<file path="config.mk">
export PLATFORM = sky130hd
export DESIGN_NAME = evtimer_chan
export DESIGN_NICKNAME = d
export VERILOG_FILES = /design/src/rtl/evt_pkg.sv /design/src/rtl/evt_regdec.sv /design/src/rtl/evt_core.sv /design/src/rtl/evt_readmux.sv /design/src/rtl/evtimer_chan.sv
export SDC_FILE = /design/constraint.sdc
export NUM_CORES = 1
export LEC_CHECK = 0
export ABC_AREA = 1
export BUFFER_PORTS_ARGS = -buffer_cell sky130_fd_sc_hd__buf_2
export CAP_MARGIN = 0
export CORE_MARGIN = 3
export CORE_UTILIZATION = 53
export CTS_BUF_LIST = sky130_fd_sc_hd__clkbuf_8
export CTS_CLUSTER_DIAMETER = 40
export DETAILED_ROUTE_END_ITERATION = 8
export PLACE_DENSITY = 0.83
export SLEW_MARGIN = 0
export SYNTH_ARGS = -nofsm -noshare
export SYNTH_HDL_FRONTEND = slang
export SYNTH_HIERARCHICAL = 1
export SYNTH_SLANG_ARGS = --single-unit
</file>
<file path="constraint.sdc">
create_clock -name clk -period 2.7 [get_ports clk]
set_input_delay 0.405 -clock clk [delete_from_list [all_inputs] [get_ports clk]]
set_output_delay 0.405 -clock clk [all_outputs]
set_load 0.1 [all_outputs]
</file>
<file path="src/rtl/evt_pkg.sv">
package evt_pkg;

    localparam int unsigned CNT_W  = 32;
    localparam int unsigned ADDR_W = 6;
    localparam int unsigned STAT_W = 8;

    // Offsets inside the channel window
    localparam logic [ADDR_W-1:0] OFF_CLEAR  = 6'h00;
    localparam logic [ADDR_W-1:0] OFF_START  = 6'h04;
    localparam logic [ADDR_W-1:0] OFF_STOP   = 6'h08;
    localparam logic [ADDR_W-1:0] OFF_MODE   = 6'h0C;
    localparam logic [ADDR_W-1:0] OFF_STATUS = 6'h10;
    localparam logic [ADDR_W-1:0] OFF_COUNT  = 6'h14;
    localparam logic [ADDR_W-1:0] OFF_LIMIT  = 6'h18;
    localparam logic [ADDR_W-1:0] OFF_IRQEN  = 6'h1C;
    localparam logic [ADDR_W-1:0] OFF_ACK    = 6'h20;

    localparam int unsigned ACK_BIT = 7;

    typedef enum logic [3:0] {
        RUN_IDLE   = 4'd1,
        RUN_ACTIVE = 4'd2
    } run_state_e;

    // Decoded one-hot write commands for a cycle
    typedef struct packed {
        logic clear;
        logic start;
        logic stop;
        logic mode_wr;
        logic limit_wr;
        logic irqen_wr;
        logic ack;
    } evt_cmd_t;

    typedef struct packed {
        logic en;
        logic oneshot;
        logic irqen;
    } evt_ctrl_t;

    typedef struct packed {
        logic       pending;
        logic       irqen;
        logic       oneshot;
        logic       en;
        run_state_e state;
    } evt_status_t;

    function automatic evt_status_t pack_status(evt_ctrl_t c, logic pend);
        evt_status_t s;
        s.pending = pend;
        s.irqen   = c.irqen;
        s.oneshot = c.oneshot;
        s.en      = c.en;
        s.state   = c.en ? RUN_ACTIVE : RUN_IDLE;
        return s;
    endfunction

endpackage

</file>
<file path="src/rtl/evt_regdec.sv">
module evt_regdec
    import evt_pkg::*;
(
    input  logic              clk,
    input  logic              rst,
    input  logic              wr,
    input  logic [ADDR_W-1:0] addr,
    output evt_cmd_t          cmd
);

    always_comb begin
        cmd = '0;
        if (wr) begin
            unique case (addr)
                OFF_CLEAR: cmd.clear    = 1'b1;
                OFF_START: cmd.start    = 1'b1;
                OFF_STOP:  cmd.stop     = 1'b1;
                OFF_MODE:  cmd.mode_wr  = 1'b1;
                OFF_LIMIT: cmd.limit_wr = 1'b1;
                OFF_IRQEN: cmd.irqen_wr = 1'b1;
                OFF_ACK:   cmd.ack      = 1'b1;
                default:   cmd          = '0;
            endcase
        end
    end

    // At most one command per write
    a_r3_onehot_cmd: assert property (@(posedge clk) disable iff (rst)
        $onehot0(cmd));

    a_r3_idle_no_cmd: assert property (@(posedge clk) disable iff (rst)
        !wr |-> (cmd == '0));

endmodule

</file>
<file path="src/rtl/evt_core.sv">
module evt_core
    import evt_pkg::*;
#(
    parameter int unsigned      W        = CNT_W,
    parameter logic [W-1:0]     LIMIT_RST = '1
) (
    input  logic         clk,
    input  logic         rst,
    input  logic         tick_en,
    input  evt_cmd_t     cmd,
    input  logic [W-1:0] wdata,
    output logic [W-1:0] count,
    output logic [W-1:0] limit,
    output evt_ctrl_t    ctrl,
    output logic         pending
);

    logic advance;
    logic expire;

    // A clear or stop command in the same cycle suppresses counting
    assign advance = ctrl.en && tick_en && !cmd.clear && !cmd.stop;
    assign expire  = advance && (count >= limit);

    always_ff @(posedge clk) begin
        if (rst) begin
            count   <= '0;
            limit   <= LIMIT_RST;
            ctrl    <= '0;
            pending <= 1'b0;
        end else begin
            if (cmd.clear)
                count <= '0;
            else if (expire)
                count <= '0;
            else if (advance)
                count <= count + W'(1);

            if (cmd.limit_wr)
                limit <= wdata;

            if (cmd.clear || cmd.stop)
                ctrl.en <= 1'b0;
            else if (cmd.start)
                ctrl.en <= 1'b1;
            else if (expire && ctrl.oneshot)
                ctrl.en <= 1'b0;

            if (cmd.mode_wr)
                ctrl.oneshot <= wdata[0];
            if (cmd.irqen_wr)
                ctrl.irqen <= wdata[0];

            if (cmd.clear)
                pending <= 1'b0;
            else if (expire)
                pending <= 1'b1;
            else if (cmd.ack && wdata[ACK_BIT])
                pending <= 1'b0;
        end
    end

    a_r4_hold_without_tick: assert property (@(posedge clk) disable iff (rst)
        (!tick_en && !cmd.clear) |=> $stable(count));

    a_r6_oneshot_stops: assert property (@(posedge clk) disable iff (rst)
        (ctrl.en && ctrl.oneshot && tick_en && (count >= limit) && !cmd.start)
        |=> !ctrl.en);

    a_r7_pending_sticky: assert property (@(posedge clk) disable iff (rst)
        (pending && !cmd.clear && !cmd.ack) |=> pending);

    a_r3_start_enables: assert property (@(posedge clk) disable iff (rst)
        cmd.start |=> ctrl.en);

    a_r10_clear_zeroes: assert property (@(posedge clk) disable iff (rst)
        cmd.clear |=> (count == '0) && !pending && !ctrl.en);

endmodule

</file>
<file path="src/rtl/evt_readmux.sv">
module evt_readmux
    import evt_pkg::*;
#(
    parameter int unsigned W = CNT_W
) (
    input  logic [ADDR_W-1:0] addr,
    input  logic [W-1:0]      count,
    input  logic [W-1:0]      limit,
    input  evt_status_t       status,
    output logic [W-1:0]      rdata
);

    always_comb begin
        unique case (addr)
            OFF_STATUS: rdata = W'(status);
            OFF_COUNT:  rdata = count;
            OFF_LIMIT:  rdata = limit;
            default:    rdata = '0;
        endcase
    end

endmodule

</file>
<file path="src/rtl/evtimer_chan.sv">
module evtimer_chan
    import evt_pkg::*;
#(
    parameter int unsigned       W         = CNT_W,
    parameter logic [W-1:0]      LIMIT_RST = '1
) (
    input  logic              clk,
    input  logic              rst,
    input  logic              tick_en,
    input  logic [ADDR_W-1:0] reg_addr,
    input  logic              reg_wr,
    input  logic [W-1:0]      reg_wdata,
    output logic [W-1:0]      reg_rdata,
    output logic              irq
);

    evt_cmd_t    cmd;
    evt_ctrl_t   ctrl;
    evt_status_t status;
    logic [W-1:0] count;
    logic [W-1:0] limit;
    logic         pending;

    evt_regdec u_dec (
        .clk  (clk),
        .rst  (rst),
        .wr   (reg_wr),
        .addr (reg_addr),
        .cmd  (cmd)
    );

    evt_core #(.W(W), .LIMIT_RST(LIMIT_RST)) u_core (
        .clk     (clk),
        .rst     (rst),
        .tick_en (tick_en),
        .cmd     (cmd),
        .wdata   (reg_wdata),
        .count   (count),
        .limit   (limit),
        .ctrl    (ctrl),
        .pending (pending)
    );

    assign status = pack_status(ctrl, pending);

    evt_readmux #(.W(W)) u_rd (
        .addr   (reg_addr),
        .count  (count),
        .limit  (limit),
        .status (status),
        .rdata  (reg_rdata)
    );

    assign irq = status.pending & status.irqen;

    a_r8_irq_needs_both: assert property (@(posedge clk) disable iff (rst)
        irq |-> (pending && ctrl.irqen));

    a_r2_state_tracks_en: assert property (@(posedge clk) disable iff (rst)
        ctrl.en |-> (status.state == RUN_ACTIVE));

endmodule

</file>
# Yosys cells after proc, flatten, opt, wreduce, memory -nomap -nowiden
# Index checks and enable logic that the tools add are counted.
# W data, S select, Z words.
# totals
mem_count	0
romBits	0
ff_bits	68
wordCells	46
ram_bits	0
in_bits	42
latchBits	0
# classes
n_reduce_logical	15
div_mod_pow	0
eq_ne	8
n_shift	0
multipliers	0
n_mux	14
n_lt_le_gt_ge	1
bitwise	1
add_sub_neg	1
# op_table
op	n
$pmux W32 S3	1
$add A32 B1 Y32 const B	1
$ge A32 B32 Y1	1
$eq A6 B5 Y1 const B	4
$eq A6 B4 Y1 const B	2
$mux W1	11
$mux W7	1
$eq A6 B3 Y1 const B	1
$eq A6 B6 Y1 const B	1
$logic_and A1 B1 Y1	6
$logic_not A6 Y1	1
$reduce_bool A2 Y1	2
$reduce_or A2 Y1	2
$reduce_or A3 Y1	1
$logic_not A1 Y1	2
$mux W2	1
$and A1 B1 Y1	1
$logic_or A1 B1 Y1	1

# Longest topological paths before layout
# Gate-level depths: netlist of run 1.
# logic_depth
word_depth	10
depth_mapped	17
depth_no_buf	16

# Hierarchy
# Netlist of run 1, hierarchy kept.
# modules_own_cells
mod	area_per_inst_um2	n_inst	cells_each
evt_core	3613.5	1	478
evt_readmux	596.8	1	129
evt_regdec	106.4	1	24
evtimer_chan	15.0	1	4

# Worst setup path before layout of run 1
# No wires, ideal clock.
# synth_path
path_type	input to output
startpoint	input port reg_addr[1]
endpoint	output port reg_rdata[0]
t_arrival_ps	1703
required_ps	2295
n_path_buf	1
path_slack_ps	592
cell_stages	6
cell_sequence	nor2_4 nand2_2 nor2_4 buf_6 nand2_1 nand3_1
# synth_via
elab_chain_len	2
word_cells_on_any_way	4
# synth_rtl
item	line	rtl
start, declared	evtimer_chan.sv:10	input logic [ADDR_W-1:0] reg_addr,
$eq A6 B5 Y1	evt_readmux.sv:14	unique case (addr)
$pmux W32 S3 (*)	evt_readmux.sv:14	
end, declared	evtimer_chan.sv:13	output logic [W-1:0] reg_rdata,
# Mark *: on every way between the ends. The rest lies on a longest branch, timed or not.

# Worst setup path after layout of run 1
# layout_path
startpoint	input port reg_addr[1]
endpoint	output port reg_rdata[1]
# Same word-level chain as after synthesis.

==> out/metrics.cfg, run 1 <==
[die]
die-height_um=96.4
ioPinCount=75
start_util=0.552
dieWidth_um=96.4
core_area_mm2=0.00785
rows=32
die_area_mm2=0.00929

[power]
p_per_area_mw_per_mm2=385
irDropWorstVdd_mv=0.284
power_uw=2120
pwr-share-seq=0.477
intPower_uw=1610
power.switching_uw=508
p_leak_uw=0.00283
swShare=0.240
clockPowerShare=0.438
pwr-share-comb=0.086

[logic_synthesis]
yosysWarnings=6
synth_top_family_by_area=simple AND/OR/NAND/NOR gates
avgSynthCellArea_um2=6.82
synth_xor_area_frac=0.0505
ys_seq_elements=68
syn_area_mm2=0.00433
synth_cell_types=35
async_reset_ff_frac=0
yosysSeqAreaShare=0.314
synth_mux_area_frac=0
synthCells=635
synth_edf_count=0
synth-main-ff-cell=dfxtp_1
synth_compound_area_frac=0.109
synth-adder-area-share=0.0953
yosys.area_share.simple=0.343

[critical_path]
r2r-end=u_core/count[28]
crit_family=simple AND/OR/NAND/NOR gates
critical_path_class=input pin to output pin
ff2ff_path_depth=12
worstPathRequired_ns=2.30
crit_path_top_delay_cell=nor2_4
cpPeakStageDelay_ns=0.33
reg2reg_slack_ns=0.46
reg2reg_from=u_core/limit[31]
cp-end-kind=output pin
path_max_fanout=17
start_kind=input pin
cp.arrival_ns=1.95
path_buf_inv=3
crit_chain=buf_2, nor2_4, nand2_2, nor2_4, buf_4, nand2_1, nand3_1, buf_12
cp_common_cell=nor2_4

[clocking]
postCtsSetupBuffers=0
clkSinkCount=68
cts_buffers=9
clk_pin_slew_ns=0.07
root_buffer=clkbuf_8
ctsHoldBuffers=0
cts.repair.resized=0
tritoncts=done
clockBufferDepth=2
insertion_delay_ns=0.35
cts_max_level=3

[route]
wl_per_cell_um=13.8
drt_pass1_iterations=5
drt_iter0_drc=251
vias=4358
remaining_drc_errors=0
via_per_inst=5.37
drt_wl_total_um=11200
antenna_left=0

[timing]
setup_viol=0
skew_ns=0.00570
rsz0062_at_grt=no
fmax_ghz=0.425
worstMarginPinSlew_ns=0.666
slew_headroom=0.555
finalHoldViolCount=0
slew_violations=0
setup_tns_ns=0
period_needed_ns=2.35
fin_crit_sh=0.871

[global_routing]
grt_pass1_vias=4287
grt_max_degree=35
antenna_found_initial=0
track_usage=0.258
grt_pass1_wl_um=19000
globalRoute.totalOverflow=0

[hold_path]
hold_start=reg_wdata[9]
whs_path_depth=3
min_to=u_core/limit[9]
hold_class=input pin to register

[final_layout]
drive_gt1_frac=0.173
fin_cells=811
finalNetCount=779
final_common_cell=nand2_1
final_cell_mix=146 x nand2_1, 70 x inv_1, 68 x dfxtp_1, 67 x nor2_1, 59 x nand3_1
design_area_mm2=0.00549
fillCellCount=663
diodes=0
area_growth_syn_to_layout_pct=26.7

[run_status]
status=finished clean

[placement]
hpwlAfterDp_um=8210
gp_congestion=0.904
port_buffers=74
dp_cells=795
dpl_cell_area_mm2=0.00527

[run]
cap_viol_max_count=0

area by class of cell:
cell class / instances / area (um^2) / area share
clock inverter: 6 / 78.8 / 0.0144
timing repair buffer: 81 / 916 / 0.167
multi-input combinational: 474 / 2610 / 0.475
tap: 102 / 128 / 0.0232
clock buffer: 10 / 138 / 0.0251
inverter: 70 / 263 / 0.0479
sequential: 68 / 1360 / 0.248
how the worst max path moves through the flow:
| stage | endpoint | startpoint | depth (start not counted) |
|---|---|---|---|
| after CTS | reg_rdata[1] | reg_addr[1] | 8 |
| after detailed placement | reg_rdata[1] | reg_addr[1] | 8 |
| after global placement | reg_rdata[2] | reg_addr[1] | 8 |
| after global routing | reg_rdata[2] | reg_addr[1] | 8 |
| final | reg_rdata[1] | reg_addr[1] | 8 |
| after floorplan | reg_rdata[0] | reg_addr[1] | 6 |
power groups by stage:
stage | Combinational [uW] | Clock, uW | Sequential, uW
after floorplan | 103 | 0 | 1030
after global placement | 175 | 0 | 1030
after detailed placement | 179 | 0 | 1030
after CTS | 180 | 948 | 1010
after global routing | 196 | 992 | 1010
final | 181 | 926 | 1010
through the flow:
stage / hold slack [ns] / setup slack, ns / utilization
after floorplan: 0.451 / 0.592 / -
after global placement: 0.469 / 0.458 / 0.672
after detailed placement: 0.478 / 0.403 / 0.672
after CTS: 0.251 / 0.372 / 0.700
after global routing: 0.254 / 0.219 / 0.700
final: 0.262 / 0.348 / 0.700
cells by family (layout without fill, tap and decap cells):
logic type,count (synthesis),after routing
and+or+nand+nor,322,322
xor gates and xnor gates,25,25
AOI/OAI and AO/OA,92,92
buffers and inverters,94,167
other,1,2
adders and majority gates,33,33
DFF,68,68
state kept, by name (all words and copies together) (netlist names):
register / count
u_core/count: 32
u_core/ctrl: 3
u_core/limit: 32
u_core/pending: 1
cells in the mapped netlist, types with 2 or more instances:
cell type / n / area [um^2]
buf_2: 8 / 40.0
nand3_1: 59 / 295
nand4_1: 16 / 100
nor3_1: 2 / 10.0
nand2_4: 2 / 22.5
nand2_1: 146 / 548
dfxtp_1: 68 / 1360
a21o_1: 2 / 15.0
nor2_1: 69 / 259
o21ai_0: 35 / 175
nand2_2: 5 / 31.3
xor2_1: 13 / 114
nor2_8: 2 / 40.0
nor2_4: 4 / 45.0
xnor2_1: 12 / 105
inv_1: 69 / 259
or2_2: 2 / 12.5
a21oi_1: 53 / 265
clkbuf_1: 13 / 48.8
nor4_1: 2 / 12.5
nor2_2: 6 / 37.5
buf_4: 2 / 15.0
ha_1: 33 / 413
worst min-delay path, cell delays in order:
cell and delay [ns]:
buf_2 0.07, a21oi_1 0.05, o21ai_0 0.05
layer usage:
| layer | track usage | wire [um] | vias up |
|---|---|---|---|
| met5 | 0 | 0 | - |
| met4 | 0.0888 | 187 | 0 |
| met3 | 0.0620 | 754 | 25 |
| met2 | 0.435 | 5420 | 159 |
| met1 | 0.322 | 4850 | 1983 |
| li1 | - | - | 2191 |
(Power assumes the default switching activity.)
==> run 2, diff against run 1 <==
CORE_ASPECT_RATIO = 0.6   (was not set)
==> out/metrics.cfg, run 2 (synthesis results as in run 1) <==
[run_status]
status=finished clean  ; unchanged

[timing]
finalHoldViolCount=0  ; unchanged
rsz0062_at_grt=no  ; unchanged
setup_viol=0  ; unchanged
period_needed_ns=2.23  ; was 2.35 ns
setup_tns_ns=0  ; unchanged
skew_ns=0.00957  ; was 0.00570 ns
slew_violations=0  ; unchanged
slew_headroom=0.646  ; was 0.555
worstMarginPinSlew_ns=0.529  ; was 0.666 ns
fin_crit_sh=0.825  ; was 0.871
fmax_ghz=0.449  ; was 0.425 GHz

[route]
drt_iter0_drc=441  ; was 251
wl_per_cell_um=14.4  ; was 13.8 um
remaining_drc_errors=0  ; unchanged
via_per_inst=5.39  ; was 5.37
antenna_left=0  ; unchanged
drt_wl_total_um=11700  ; was 11200 um
vias=4384  ; was 4358
drt_pass1_iterations=6  ; was 5

[final_layout]
largestRegisters=u_core/count x32, u_core/limit x32, u_core/ctrl x3  ; unchanged
fin_util=0.717  ; was 0.700
drive_gt1_frac=0.170  ; was 0.173
multiInputGateArea_mm2=0.00261  ; unchanged
area_growth_syn_to_layout_pct=25.7  ; was 26.7%
design_area_mm2=0.00545  ; was 0.00549 mm^2
diodes=0  ; unchanged
final_common_cell=nand2_1  ; unchanged
fillCellCount=595  ; was 663
final_cell_mix=146 x nand2_1, 73 x inv_1, 68 x dfxtp_1, 67 x nor2_1, 59 x nand3_1  ; was 146 x nand2_1, 70 x inv_1, 68 x dfxtp_1, 67 x nor2_1, 59 x nand3_1
finalNetCount=780  ; was 779
fin_cells=814  ; was 811
regArea_mm2=0.00136  ; unchanged

[clocking]
cts_max_level=3  ; unchanged
ctsHoldBuffers=0  ; unchanged
cts_buffers=9  ; unchanged
tritoncts=done  ; unchanged
clkSinkCount=68  ; unchanged
clk_pin_slew_ns=0.07  ; about the same
cts.repair.resized=0  ; unchanged
root_buffer=clkbuf_8  ; unchanged
insertion_delay_ns=0.36  ; was 0.35 ns
postCtsSetupBuffers=0  ; unchanged
clockBufferDepth=2  ; unchanged

[critical_path]
path_max_fanout=18  ; was 17
crit_path_top_delay_cell=nor2_4  ; unchanged
path_buf_inv=3  ; unchanged
worstPathRequired_ns=2.30  ; about the same
critical_path_class=input pin to output pin  ; unchanged
crit_chain=buf_2, nor2_4, nand2_2, nor2_4, buf_12, nand2_1, nand3_1, buf_12  ; was buf_2, nor2_4, nand2_2, nor2_4, buf_4, nand2_1, nand3_1, buf_12
crit_family=simple AND/OR/NAND/NOR gates  ; unchanged
start_kind=input pin  ; unchanged
reg2reg_from=u_core/limit[31]  ; unchanged
cpPeakStageDelay_ns=0.33  ; about the same
cp.arrival_ns=1.82  ; was 1.95 ns
cp-end-kind=output pin  ; unchanged
crit_start=reg_addr[1]  ; unchanged

[run]
cap_viol_max_count=0  ; unchanged

[die]
rows=24  ; was 32
die-height_um=76.0  ; was 96.4 um
start_util=0.570  ; was 0.552
dieWidth_um=123  ; was 96.4 um
core_area_mm2=0.00760  ; was 0.00785 mm^2
ioPinCount=75  ; unchanged
die_area_mm2=0.00933  ; was 0.00929 mm^2

[global_routing]
grt_pass1_wl_um=19400  ; was 19000 um
globalRoute.totalOverflow=0  ; unchanged
antenna_found_initial=0  ; unchanged
grt_pass1_vias=4131  ; was 4287
grt_max_degree=41  ; was 35
track_usage=0.257  ; was 0.258

[placement]
dp_cells=798  ; was 795
gp_congestion=0.901  ; was 0.904
dpl_cell_area_mm2=0.00528  ; was 0.00527 mm^2
hpwlAfterDp_um=8740  ; was 8210 um
port_buffers=74  ; unchanged

[power]
p_per_area_mw_per_mm2=352  ; was 385 mW/mm^2
irDropWorstVdd_mv=0.261  ; was 0.284 mV
p_leak_uw=0.00282  ; was 0.00283 uW

[hold_path]
hold_start=reg_wdata[20]  ; was reg_wdata[9]
hold_class=input pin to register  ; unchanged

==> run 2: cell types whose count changed in the layout (fill, tap and decap cells not counted), sizes merged <==
cell,previous run,this run
clkinv,3,2
inv,71,74
buf,81,82
bufinv,2,0
==> run 2: tightest hold or removal path, cell delays in order <==
cell	delay [ns]
buf_2	0.07
a21oi_1	0.05
o21ai_0	0.06
==> run 2: final cells by class <==
class,count,area share
clock inverters,6,0.00459
well taps,104,0.0239
repair buffers,82,0.170
clock buffers,10,0.0253
inverters,70,0.0482
flip-flops and latches,68,0.250
multi-input cells,474,0.479
==> run 2: worst paths after layout <==
| kind | to | depth (start not counted) | slack (ns) |
|---|---|---|---|
| setup / recovery | reg_rdata[5] | 8 | 0.47 |
| hold / removal | u_core/limit[20] | 3 | 0.26 |
| hold reg to reg | u_core/limit[14] | 2 | 0.49 |
| setup reg to reg | u_core/count[28] | 12 | 0.51 |
==> run 2: metal layers <==
layer / routed length [um] / global-route usage / part of all wire
met5: 0 / 0 / 0
met1: 5540 / 0.376 / 0.47
met3: 1010 / 0.0823 / 0.086
met2: 5020 / 0.367 / 0.43
met4: 114 / 0.0547 / 0.0098
==> run 2: power breakdown <==
| part | internal (uW) | leakage, uW | switching, uW |
|---|---|---|---|
| registers | 1010 | 0.000549 | 2.33 |
| logic | 62.8 | 0.00217 | 120 |
| clock network | 342 | 0.000101 | 384 |
| total | 1410 | 0.00282 | 506 |
==> run 2: through the flow <==
| step | hold WS [ns] | power, uW | worst slack [ns] |
|---|---|---|---|
| after floorplan | 0.451 | 1130 | 0.592 |
| after global placement | 0.471 | 1210 | 0.542 |
| after detailed placement | 0.477 | 1210 | 0.465 |
| after CTS | 0.247 | 1920 | 0.492 |
| after global routing | 0.259 | 1980 | 0.280 |
| final | 0.258 | 1920 | 0.473 |
==> run 3, diff against run 2 <==
PLACE_DENSITY = 0.86   (was 0.83)
clock period = 2 ns   (was 2.7 ns; I/O delays follow)
==> out/metrics.cfg, run 3 (synthesis results as in run 1) <==
[critical_path]
path_buf_inv=3  ; unchanged
path_max_fanout=8  ; was 18
crit_chain=inv_1, ha_1, nand2_1, nor2_4, nand4_1, nor2_1, nand2_1, nand2_2, nand2_4, nand3_4, buf_12, buf_16, nor2_2  ; was buf_2, nor2_4, nand2_2, nor2_4, buf_12, nand2_1, nand3_1, buf_12
start_kind=register  ; was input pin
cp-end-kind=register  ; was output pin
cp.arrival_ns=2.36  ; was 1.82 ns
reg2reg_from=u_core/limit[20]  ; was u_core/limit[31]
crit_path_top_delay_cell=dfxtp_1  ; was nor2_4
cpPeakStageDelay_ns=0.35  ; was 0.33 ns
critical_path_class=register to register  ; was input pin to output pin
cp_common_cell=nand2_1
worstPathRequired_ns=2.25  ; was 2.30 ns
crit_family=simple AND/OR/NAND/NOR gates  ; unchanged
crit_start=u_core/limit[20]  ; was reg_addr[1]

[route]
via_per_inst=5.92  ; was 5.39
remaining_drc_errors=0  ; unchanged
drt_iter0_drc=798  ; was 441
vias=5077  ; was 4384
antenna_left=0  ; unchanged
drt_wl_total_um=15900  ; was 11700 um
wl_per_cell_um=18.5  ; was 14.4 um
drt_pass1_iterations=7  ; was 6

[timing]
setup_viol=22  ; was 0
rsz0062_at_grt=yes  ; was no
slew_headroom=0.531  ; was 0.646
skew_ns=0.0140  ; was 0.00957 ns
period_needed_ns=2.10
fmax_ghz=0.475
setup_tns_ns=-0.867  ; was 0 ns
fin_ws_ns=-0.104  ; was 0.473 ns
worstMarginPinSlew_ns=0.704  ; was 0.529 ns
slew_violations=0  ; unchanged
fin_crit_sh=1.05
finalHoldViolCount=0  ; unchanged

[final_layout]
final_cell_mix=136 x nand2_1, 58 x inv_1, 58 x nand3_1  ; was 146 x nand2_1, 73 x inv_1, 68 x dfxtp_1, 67 x nor2_1, 59 x nand3_1
drive_gt1_frac=0.351  ; was 0.170
area_growth_syn_to_layout_pct=47.2  ; was 25.7%
largestRegisters=u_core/count x32, u_core/limit x32, u_core/ctrl x3  ; unchanged
fin_util=0.839  ; was 0.717
diodes=0  ; unchanged
finalNetCount=824  ; was 780
fin_cells=858  ; was 814
final_common_cell=nand2_1  ; unchanged

[die]
core_area_mm2=0.00760  ; unchanged
dieWidth_um=123  ; unchanged
die_area_mm2=0.00933  ; unchanged
start_util=0.570  ; unchanged
ioPinCount=75  ; unchanged
rows=24  ; unchanged
die-height_um=76.0  ; unchanged

[placement]
gp_congestion=0.962  ; was 0.901
place_worst_setup_slack_ns=-0.125  ; was 0.465 ns
hpwlAfterDp_um=9370  ; was 8740 um
port_buffers=74  ; unchanged
dp_cells=831  ; was 798

[run_status]
violations=negative setup slack
status=finished with violations  ; was finished clean

[hold_path]
hold_class=input pin to register  ; unchanged
hold_start=reg_wdata[18]  ; was reg_wdata[20]

[global_routing]
grt_pass1_vias=4375  ; was 4131
track_usage=0.290  ; was 0.257
antenna_found_initial=0  ; unchanged
grt_max_degree=65  ; was 41
grt_pass1_wl_um=21500  ; was 19400 um
globalRoute.totalOverflow=0  ; unchanged

[clocking]
cts_buffers=9  ; unchanged
insertion_delay_ns=0.37  ; was 0.36 ns
root_buffer=clkbuf_8  ; unchanged
cts_max_level=3  ; unchanged
ctsHoldBuffers=0  ; unchanged
tritoncts=done  ; unchanged
clockBufferDepth=2  ; unchanged
clk_pin_slew_ns=0.07  ; about the same
clkSinkCount=68  ; unchanged

[power]
irDropWorstVdd_mv=0.459  ; was 0.261 mV
p_leak_uw=0.00305  ; was 0.00282 uW
power_uw=3010  ; was 1920 uW
p_per_area_mw_per_mm2=473  ; was 352 mW/mm^2

[run]
cap_viol_max_count=0  ; unchanged

run 3: worst paths after layout:
path | end | slack, ns | cells past startpoint
max reg2reg | u_core/count[3] | -0.10 | 13
min reg2reg | u_core/limit[18] | 0.48 | 2
max | u_core/count[3] | -0.10 | 13
min | u_core/limit[18] | 0.15 | 3
run 3: repair_timing:
item | in CTS | in global routing
pin swaps | 4 | 25
gates cloned | 2 | 0
buffers inserted | 2 | 8
gates resized for setup | 14 | 97
endpoints found under the setup margin | 7 | 33
run 3: where the power goes:
part / switching, uW / internal (uW) / total (uW)
Sequential: 3.51 / 1360 / 1360
Clock: 552 / 800 / 1350
Combinational: 188 / 111 / 299
run 3: final cells by class:
class                   count  area, um^2
well taps                 104         130
flip-flops and latches     68        1390
multi-input cells         474        3020
fillers                   407        1220
repair buffers            126        1340
inverters                  70         263
clock inverters             4        70.1
clock buffers              12         165
run 3: tightest hold or removal path: cells and delay by family:
family          cells  cell delay, ns
compound gates      2            0.11
buf+inv             1            0.08
run 3: per-layer routing:
layer,share of wire,global-route usage
met2,0.43,0.419
met4,0.040,0.0782
met1,0.41,0.423
met3,0.12,0.0801
met5,0,0
run 3: through the flow:
stage / hold WS (ns) / area [um^2]
global route: 0.158 / 6380
finish: 0.149 / 6380
global placement: 0.467 / 5570
detailed placement: 0.475 / 5570
CTS: 0.132 / 5950
floorplan: 0.422 / 4340
